### src/rtl/tconv_pkg.sv
package tconv_pkg;
  typedef enum logic [1:0] {ST_IDLE, ST_LOAD, ST_STREAM, ST_DONE} tconv_state_e;
  localparam int NPHASE = 4;
endpackage

### src/rtl/tconv_weight_router.sv
module tconv_weight_router #(
  parameter int KW  = 3,
  parameter int SPW = 2,
  parameter int WW  = 8
) (
  input  logic           clk_i,
  input  logic           rst_ni,
  input  logic           clr_i,
  input  logic           en_i,
  input  logic [KW-1:0]  ksize_i,
  input  logic [WW-1:0]  weight_i,
  output logic           last_o,
  output logic           wt_valid_o,
  output logic [1:0]     wt_sub_o,
  output logic [SPW-1:0] wt_row_o,
  output logic [SPW-1:0] wt_col_o,
  output logic [WW-1:0]  wt_data_o
);
  logic [KW-1:0] r_q, c_q, kmax_idx;
  logic          row_end;

  assign kmax_idx = ksize_i - KW'(1);
  assign row_end  = (c_q == kmax_idx);
  assign last_o   = en_i && row_end && (r_q == kmax_idx);

  always_ff @(posedge clk_i or negedge rst_ni) begin
    if (!rst_ni) begin
      r_q        <= '0;
      c_q        <= '0;
      wt_valid_o <= 1'b0;
      wt_sub_o   <= '0;
      wt_row_o   <= '0;
      wt_col_o   <= '0;
      wt_data_o  <= '0;
    end else if (clr_i) begin
      r_q        <= '0;
      c_q        <= '0;
      wt_valid_o <= 1'b0;
    end else begin
      wt_valid_o <= en_i;
      if (en_i) begin
        wt_sub_o  <= {r_q[0], c_q[0]};
        wt_row_o  <= SPW'(r_q >> 1);
        wt_col_o  <= SPW'(c_q >> 1);
        wt_data_o <= weight_i;
        if (row_end) begin
          c_q <= '0;
          r_q <= r_q + KW'(1);
        end else begin
          c_q <= c_q + KW'(1);
        end
      end
    end
  end
endmodule

### src/rtl/tconv_mask_gen.sv
module tconv_mask_gen #(
  parameter int KW      = 3,
  parameter int SUB_MAX = 3
) (
  input  logic [KW-1:0]          ksize_i,
  output logic [4*SUB_MAX-1:0]   row_en_o,
  output logic [4*SUB_MAX-1:0]   lane_en_o
);
  // Phase parity p keeps ceil((K-p)/2) taps: tap b is live when 2b+p < K.
  for (genvar s = 0; s < tconv_pkg::NPHASE; s++) begin : g_phase
    localparam int P = s / 2;
    localparam int Q = s % 2;
    for (genvar b = 0; b < SUB_MAX; b++) begin : g_tap
      assign row_en_o[s*SUB_MAX+b]  = (2*b + P) < int'(ksize_i);
      assign lane_en_o[s*SUB_MAX+b] = (2*b + Q) < int'(ksize_i);
    end
  end
endmodule

### src/rtl/tconv_addr_gen.sv
module tconv_addr_gen #(
  parameter int DIM_W  = 6,
  parameter int ADDR_W = 14,
  parameter int RW     = 16
) (
  input  logic                 clk_i,
  input  logic                 rst_ni,
  input  logic                 clr_i,
  input  logic                 en_i,
  input  logic [DIM_W-1:0]     in_h_i,
  input  logic [DIM_W-1:0]     in_w_i,
  input  logic [4*RW-1:0]      res_data_i,
  output logic                 last_o,
  output logic                 out_valid_o,
  output logic [4*ADDR_W-1:0]  out_addr_o,
  output logic [4*RW-1:0]      out_data_o
);
  logic [DIM_W-1:0]    i_q, j_q;
  logic                col_end;
  logic [ADDR_W-1:0]   pitch;
  logic [4*ADDR_W-1:0] addr_d;

  assign col_end = (j_q == in_w_i - DIM_W'(1));
  assign last_o  = en_i && col_end && (i_q == in_h_i - DIM_W'(1));
  assign pitch   = ADDR_W'({in_w_i, 1'b0});

  for (genvar s = 0; s < tconv_pkg::NPHASE; s++) begin : g_addr
    localparam int P = s / 2;
    localparam int Q = s % 2;
    assign addr_d[s*ADDR_W +: ADDR_W] =
        ADDR_W'({i_q, 1'(P)}) * pitch + ADDR_W'({j_q, 1'(Q)});
  end

  always_ff @(posedge clk_i or negedge rst_ni) begin
    if (!rst_ni) begin
      i_q         <= '0;
      j_q         <= '0;
      out_valid_o <= 1'b0;
      out_addr_o  <= '0;
      out_data_o  <= '0;
    end else if (clr_i) begin
      i_q         <= '0;
      j_q         <= '0;
      out_valid_o <= 1'b0;
    end else begin
      out_valid_o <= en_i;
      if (en_i) begin
        out_addr_o <= addr_d;
        out_data_o <= res_data_i;
        if (col_end) begin
          j_q <= '0;
          i_q <= i_q + DIM_W'(1);
        end else begin
          j_q <= j_q + DIM_W'(1);
        end
      end
    end
  end
endmodule

### src/rtl/tconv_phase_splitter.sv
module tconv_phase_splitter #(
  parameter int KMAX  = 5,
  parameter int WW    = 8,
  parameter int DIM_W = 6,
  parameter int RW    = 16,
  localparam int KW      = $clog2(KMAX + 1),
  localparam int SUB_MAX = (KMAX + 1) / 2,
  localparam int SPW     = (SUB_MAX > 1) ? $clog2(SUB_MAX) : 1,
  localparam int ADDR_W  = 2 * DIM_W + 2
) (
  input  logic                 clk_i,
  input  logic                 rst_ni,
  input  logic                 start_i,
  input  logic [KW-1:0]        ksize_i,
  input  logic [DIM_W-1:0]     in_h_i,
  input  logic [DIM_W-1:0]     in_w_i,
  input  logic                 weight_valid_i,
  input  logic [WW-1:0]        weight_i,
  input  logic                 res_valid_i,
  input  logic [4*RW-1:0]      res_data_i,
  output logic                 busy_o,
  output logic                 done_o,
  output logic [4*SUB_MAX-1:0] row_en_o,
  output logic [4*SUB_MAX-1:0] lane_en_o,
  output logic                 wt_valid_o,
  output logic [1:0]           wt_sub_o,
  output logic [SPW-1:0]       wt_row_o,
  output logic [SPW-1:0]       wt_col_o,
  output logic [WW-1:0]        wt_data_o,
  output logic                 out_valid_o,
  output logic [4*ADDR_W-1:0]  out_addr_o,
  output logic [4*RW-1:0]      out_data_o
);
  import tconv_pkg::*;

  tconv_state_e     state_q, state_d;
  logic [KW-1:0]    k_q;
  logic [DIM_W-1:0] h_q, w_q;
  logic             cfg_ok, accept, idle;
  logic             wt_en, wt_last, res_en, res_last;

  assign idle   = (state_q == ST_IDLE);
  assign cfg_ok = (ksize_i >= KW'(2)) && (int'(ksize_i) <= KMAX) &&
                  (in_h_i != '0) && (in_w_i != '0);
  assign accept = idle && start_i && cfg_ok;
  assign wt_en  = (state_q == ST_LOAD) && weight_valid_i;
  assign res_en = (state_q == ST_STREAM) && res_valid_i;

  always_comb begin
    state_d = state_q;
    unique case (state_q)
      ST_IDLE:   if (accept)   state_d = ST_LOAD;
      ST_LOAD:   if (wt_last)  state_d = ST_STREAM;
      ST_STREAM: if (res_last) state_d = ST_DONE;
      ST_DONE:                 state_d = ST_IDLE;
      default:                 state_d = ST_IDLE;
    endcase
  end

  always_ff @(posedge clk_i or negedge rst_ni) begin
    if (!rst_ni) begin
      state_q <= ST_IDLE;
      k_q     <= '0;
      h_q     <= '0;
      w_q     <= '0;
    end else begin
      state_q <= state_d;
      if (accept) begin
        k_q <= ksize_i;
        h_q <= in_h_i;
        w_q <= in_w_i;
      end
    end
  end

  assign busy_o = !idle;
  assign done_o = (state_q == ST_DONE);

  tconv_mask_gen #(.KW(KW), .SUB_MAX(SUB_MAX)) u_mask (
    .ksize_i   (k_q),
    .row_en_o  (row_en_o),
    .lane_en_o (lane_en_o)
  );

  tconv_weight_router #(.KW(KW), .SPW(SPW), .WW(WW)) u_route (
    .clk_i      (clk_i),
    .rst_ni     (rst_ni),
    .clr_i      (idle),
    .en_i       (wt_en),
    .ksize_i    (k_q),
    .weight_i   (weight_i),
    .last_o     (wt_last),
    .wt_valid_o (wt_valid_o),
    .wt_sub_o   (wt_sub_o),
    .wt_row_o   (wt_row_o),
    .wt_col_o   (wt_col_o),
    .wt_data_o  (wt_data_o)
  );

  tconv_addr_gen #(.DIM_W(DIM_W), .ADDR_W(ADDR_W), .RW(RW)) u_addr (
    .clk_i       (clk_i),
    .rst_ni      (rst_ni),
    .clr_i       (idle),
    .en_i        (res_en),
    .in_h_i      (h_q),
    .in_w_i      (w_q),
    .res_data_i  (res_data_i),
    .last_o      (res_last),
    .out_valid_o (out_valid_o),
    .out_addr_o  (out_addr_o),
    .out_data_o  (out_data_o)
  );
endmodule

### config.mk
export PLATFORM = sky130hd
export DESIGN_NAME = tconv_phase_splitter
export DESIGN_NICKNAME = d
export VERILOG_FILES = /design/src/rtl/tconv_pkg.sv /design/src/rtl/tconv_weight_router.sv /design/src/rtl/tconv_mask_gen.sv /design/src/rtl/tconv_addr_gen.sv /design/src/rtl/tconv_phase_splitter.sv
export SDC_FILE = /design/constraint.sdc
export NUM_CORES = 1
export LEC_CHECK = 0
export CAP_MARGIN = 15
export CORE_UTILIZATION = 45
export CTS_BUF_LIST = sky130_fd_sc_hd__clkbuf_2
export CTS_CLUSTER_SIZE = 28
export DETAILED_ROUTE_END_ITERATION = 10
export GPL_TIMING_DRIVEN = 1
export PLACE_DENSITY = 0.8
export SYNTH_ARGS = -nofsm -noshare
export SYNTH_HDL_FRONTEND = slang
export SYNTH_SLANG_ARGS = --single-unit
### constraint.sdc
create_clock -name clk_i -period 4.8 [get_ports clk_i]
set_clock_uncertainty 0.1 [all_clocks]
set_input_delay 1.2 -clock clk_i [delete_from_list [all_inputs] [get_ports clk_i]]
set_output_delay 1.2 -clock clk_i [all_outputs]
set_load 0.02 [all_outputs]
# == After elaboration in Yosys (flattened, before gate mapping) ==
# Index checks and enable logic that the tools add are counted.
# totals
out_inout_bits,162
word_cells,90
in_bits,92
ff_bits,171
# classes
n_mul,2
eq_ne,10
add_sub_neg,11
mux,18
bitwise_logic,1
n_reduce_logical,24
n_lt_le_gt_ge,8
# op_table
operator,count
$add A14 B7 Y14,4
$mux W6,6
$mux W3,6
$mul A7 B6 Y13,1
$add A6 B1 Y6 const B,2
$eq A6 B6 Y1,2
$mul A6 B6 Y12,1
$reduce_bool A6 Y1,2
$sub A6 B1 Y6 const B,2
$logic_and A1 B1 Y1,11
$pmux W2 S4,1
$reduce_and A2 Y1,4
$reduce_bool A2 Y1,4
$add A3 B1 Y3 const B,2
$eq A3 B3 Y1,2
$lt A1 B3 Y1 const A,2
$lt A2 B3 Y1 const A,2
$lt A3 B3 Y1 const A,2
$mux W2,3
$eq A2 B2 Y1 const B,2
$ne A2 B2 Y1 const B,2
$ge A3 B2 Y1 const B,1
$le A3 B3 Y1 const B,1
$reduce_and A3 Y1,1
7 further kinds,8

# == Logic depth before layout (Yosys ltp) ==
# logic_depth
word_depth,7
mapped_depth,17
depth_no_buf,16

# == Cells and area by module ==
# Synthesis repeated with hierarchy kept, for this count alone.
# unflattened
hier_cells,969
area_unflattened_um2,8981.1
# modules_own_cells
mod,seq_area_each_um2,cells_each,instances,area_per_inst_um2
tconv_addr_gen,2602.5,798,1,6892.9
tconv_weight_router,525.5,84,1,1068.5
tconv_phase_splitter,425.4,63,1,840.8
tconv_mask_gen,0.0,24,1,178.9

# == Worst setup path before layout ==
# No wires, ideal clock.
# synth_path
path_type,reg2reg
start,register w_q[2]
end,register u_addr.out_addr_o[41]
required_ns,4.574
path_buffers,1
period_less_slack_ns,4.681
stages_incl_launch_ff,16
arrival_ns,4.455
path_slack_ns,0.119
setup_ns,0.126
cell_sequence,dfrtp_1 > clkbuf_1 > and2_1 > fa_1 > inv_1 > fa_1 > fa_1 > inv_1 > ha_1 > nor2b_1 > o21a_1 > o21a_1 > nor4b_1 > nand3_1 > or3_1 > a221o_1
# synth_via
elab_chain_cells,2
# synth_rtl
item,line,rtl
from (decl),tconv_phase_splitter.sv:38,"logic [DIM_W-1:0] h_q, w_q;"
from (signal assigned),tconv_phase_splitter.sv:71,w_q <= in_w_i;
$mul A7 B6 Y13,tconv_addr_gen.sv:31,"ADDR_W'({i_q, 1'(P)}) * pitch + ADDR_W'({j_q, 1'(Q)});"
$add A14 B7 Y14,tconv_addr_gen.sv:31,
to (signal assigned),tconv_addr_gen.sv:48,out_addr_o <= addr_d;
to (decl),tconv_addr_gen.sv:15,"output logic [4*ADDR_W-1:0] out_addr_o,"
# Every way passes these cells.
# A chain may end at the register's enable or synchronous reset.

# == Worst setup path in the final report ==
# layout_path
start,register u_addr.i_q[4]
end,register u_addr.out_addr_o[41]
# layout_via
elab_chain_cells,2
# layout_rtl
item,line,rtl
from (decl),tconv_addr_gen.sv:18,"logic [DIM_W-1:0] i_q, j_q;"
from (signal assigned),tconv_addr_gen.sv:52,i_q <= i_q + DIM_W'(1);
$mul A7 B6 Y13,tconv_addr_gen.sv:31,
$add A14 B7 Y14,tconv_addr_gen.sv:31,
# Every way passes these cells.

==> results.json <==
{
  "synthTopCellsByArea": "dfrtp_1 (41%), nand2_1 (14%), ha_1 (8.0%)",
  "portBuffers": 251,
  "hold_viol": 0,
  "p_leak_nw": 5.550,
  "drc_errors": 0,
  "first_pass_iters": 5,
  "path_max_fanout": 9,
  "hold_buffers": 0,
  "clkLatencyLatePin_ps": 720,
  "start_util_pct": 46.24,
  "track_usage_pct": 22.26,
  "die_h_um": 141.1,
  "hpwl_um": 16480,
  "final_util_pct": 60.76,
  "final-max-slew-violation-count": 0,
  "required_ps": 5350,
  "cp_data_arrival_time_ps": 5070,
  "maxSlewHeadroom_pct": 42.20,
  "grt_pass1_wl_um": 35170,
  "ys_seq_area_share_pct": 40.81,
  "via_per_inst": 4.857,
  "htreeDepth": 4,
  "std_cell_rows": 50,
  "grt_pass1_vias": 7083,
  "synthDistinctLibCells": 56,
  "n_fill_cell": 1601,
  "ant_nets": 0,
  "fmax_ghz": 0.2210,
  "path_clk_slew_ps": 260,
  "peakVddDrop_mv": 0.5035,
  "syn2layout_area_growth_pct": 31.40,
  "crit_path_start_kind": "register",
  "syn-cell-area_mm2": 0.008707,
  "tns_ps": 0,
  "ys.flop_type": "dfrtp_1",
  "io_pins": 254,
  "drv_cap": 0,
  "rsz0062_at_grt": "false",
  "postSynthCellCount": 991,
  "drt_iter0_drc": 301,
  "ys_async_sr_fraction_pct": 100.0,
  "powerDensity_mw_per_mm2": 498.7,
  "vias": 7125,
  "status": "finished, final reports clean",
  "min-delay-path-class": "input pin to async pin",
  "multi_input_area_mm2": 0.004414,
  "yosysTopAreaCell": "dfrtp_1",
  "routedWlPerCell_um": 14.67,
  "die_area_mm2": 0.01991,
  "dpl.cell_count": 1435,
  "cp-end-kind": "register",
  "synthDominantCellAreaShare_pct": 40.81,
  "overflow": 0,
  "cts_buffer_depth": 2,
  "drt_wl_total_um": 21520,
  "cts_made_buffers": 17,
  "syn_area_per_cell_um2": 8.786,
  "clock_sinks": 142,
  "grt_max_degree": 98,
  "critPathKind": "register to register",
  "regArea_mm2": 0.003555,
  "setup_viol": 0,
  "synth_edf_count": 0,
  "antenna_found_initial": 1,
  "die_x_um": 141.1,
  "yosys_warnings": 0,
  "fin_crit_sh_pct": 94.29,
  "worstMarginPinSlew_ps": 867.0,
  "instances_no_fill": 1467,
  "nNetsFinal": 1369,
  "cts_tree": "built",
  "period_needed_ps": 4526,
  "ys_seq_elements": 142,
  "gp_congestion": 0.8511,
  "cts_root_buf": "clkbuf_2",
  "core_mm2": 0.01883,
  "drive_above_1_share_pct": 5.721
}
## synthesized netlist by cell type (all sizes together) (8+ instances only)
library cell / instances
a21o: 9
and2: 19
o21a: 8
buf: 51
nor2: 30
xor2: 28
inv: 72
fa: 27
xnor2: 25
dfrtp: 142
nor3: 8
clkbuf: 33
a21oi: 23
nand2: 314
ha: 56
mux2: 9
nand3: 10
o21ai: 48
## sequential cells by signal (all words and copies together) (netlist names)
name                count
h_q                     6
k_q                     3
state_q                 2
u_addr.i_q              6
u_addr.j_q              6
u_addr.out_addr_o      27
u_addr.out_data_o      64
u_addr.out_valid_o      1
u_route.c_q             3
u_route.r_q             3
u_route.wt_col_o        2
u_route.wt_data_o       8
u_route.wt_row_o        2
u_route.wt_sub_o        2
u_route.wt_valid_o      1
w_q                     6
## layout by cell type (no fill, tap or decap), types with 3 or more instances in the layout
cell             instances
or3_1                    3
nand3_1                  9
and3_1                   3
xnor2_1                 25
o2111ai_1                3
a21oi_1                 23
clkbuf_2                17
inv_1                   71
a31oi_1                  4
o31a_1                   3
a21o_1                   9
nor2_1                  30
nand2b_1                 7
dfrtp_1                141
inv_6                    6
o21a_1                   8
clkdlybuf4s50_1        250
nor3_1                   7
or2_2                    3
nand3b_1                 3
o21ai_0                 47
mux2_2                   8
nand4_1                  4
and2_1                  19
nor4_1                   6
fa_1                    27
o21bai_1                 5
nand2_1                314
ha_1                    56
nor2b_1                  7
buf_4                   16
o31ai_1                  6
xor2_1                  28
## path summary, 6_finish.rpt
kind / startpoint / to / slack (ps) / cells after the start
min in group clk_i: u_addr.out_data_o[22]$_DFFE_PN0P_ / u_addr.out_data_o[22]$_DFFE_PN0P_ / 400 / 2
max in group asynchronous: rst_ni / u_addr.out_addr_o[53]$_DFFE_PN0P_ / 3240 / 2
setup / recovery: u_addr.i_q[4]$_DFFE_PN0P_ / u_addr.out_addr_o[41]$_DFFE_PN0P_ / 270 / 14
hold reg to reg: u_addr.out_data_o[22]$_DFFE_PN0P_ / u_addr.out_data_o[22]$_DFFE_PN0P_ / 400 / 2
hold / removal: rst_ni / u_addr.out_data_o[15]$_DFFE_PN0P_ / 390 / 1
setup reg to reg: u_addr.i_q[4]$_DFFE_PN0P_ / u_addr.out_addr_o[41]$_DFFE_PN0P_ / 270 / 14
## area by class of cell
type | instances | share of cell area [%]
clock buffer | 17 | 0.7437
multi-input combinational | 694 | 38.58
tap | 260 | 2.843
antenna | 1 | 0.02187
timing repair buffer | 267 | 23.02
inverter | 72 | 2.362
sequential | 142 | 31.07
clock inverter | 14 | 1.356
## where the power goes
part / switching, mW / internal, mW
clock network: 0.485 / 0.246
registers: 0.321 / 1.61
logic: 1.67 / 1.38
total: 2.48 / 3.23
## kinds of logic (layout without fill, tap and decap cells)
logic type / count (synthesis) / count (layout) / synth area share, %
mux: 10 / 10 / 1.279
xor+xnor: 53 / 53 / 5.331
simple gates: 425 / 425 / 20.87
other cells: 1 / 3 / 0.04307
flops: 142 / 142 / 40.81
compound gates: 121 / 121 / 8.608
buf+inv: 156 / 370 / 8.809
fa+ha+maj: 83 / 83 / 14.25
## worst max-delay path, stage by stage (launching register included)
cell and delay (ps):
dfrtp_1 540, and2_1 210, fa_1 500, inv_1 60, fa_1 460, fa_1 550, inv_1 40, ha_1 340
nor2b_1 160, o21a_1 180, o21a_1 190, nor4b_2 310, nand3_1 190, or3_1 330, a221o_1 290
## layer usage
layer	vias to the layer above	global-route usage, %	part of all wire (%)
met5	-	0	0
met4	0	6.808	1.7
met3	29	5.673	5.9
met2	215	37.08	48
met1	3337	28.41	44
li1	3544	-	-
## repair_timing
item	4_1_cts	5_1_grt
resized for setup	0	3
setup endpoints to repair	0	1
setup buffers	0	0
## per-stage QoR
step                      hold WS, ps  total power, mW  cell area (um^2)  setup slack, ps
final                           389.9            5.705             11440            274.3
after global placement          356.7            4.922             11190            285.7
after CTS                       400.1            5.747             11430            162.5
after global routing            401.2            6.096             11440            27.40
after detailed placement        361.2            5.011             11190            143.4
after floorplan                 397.1            3.758              8711            119.0
Note: power is estimated with default switching activity, not from simulation.
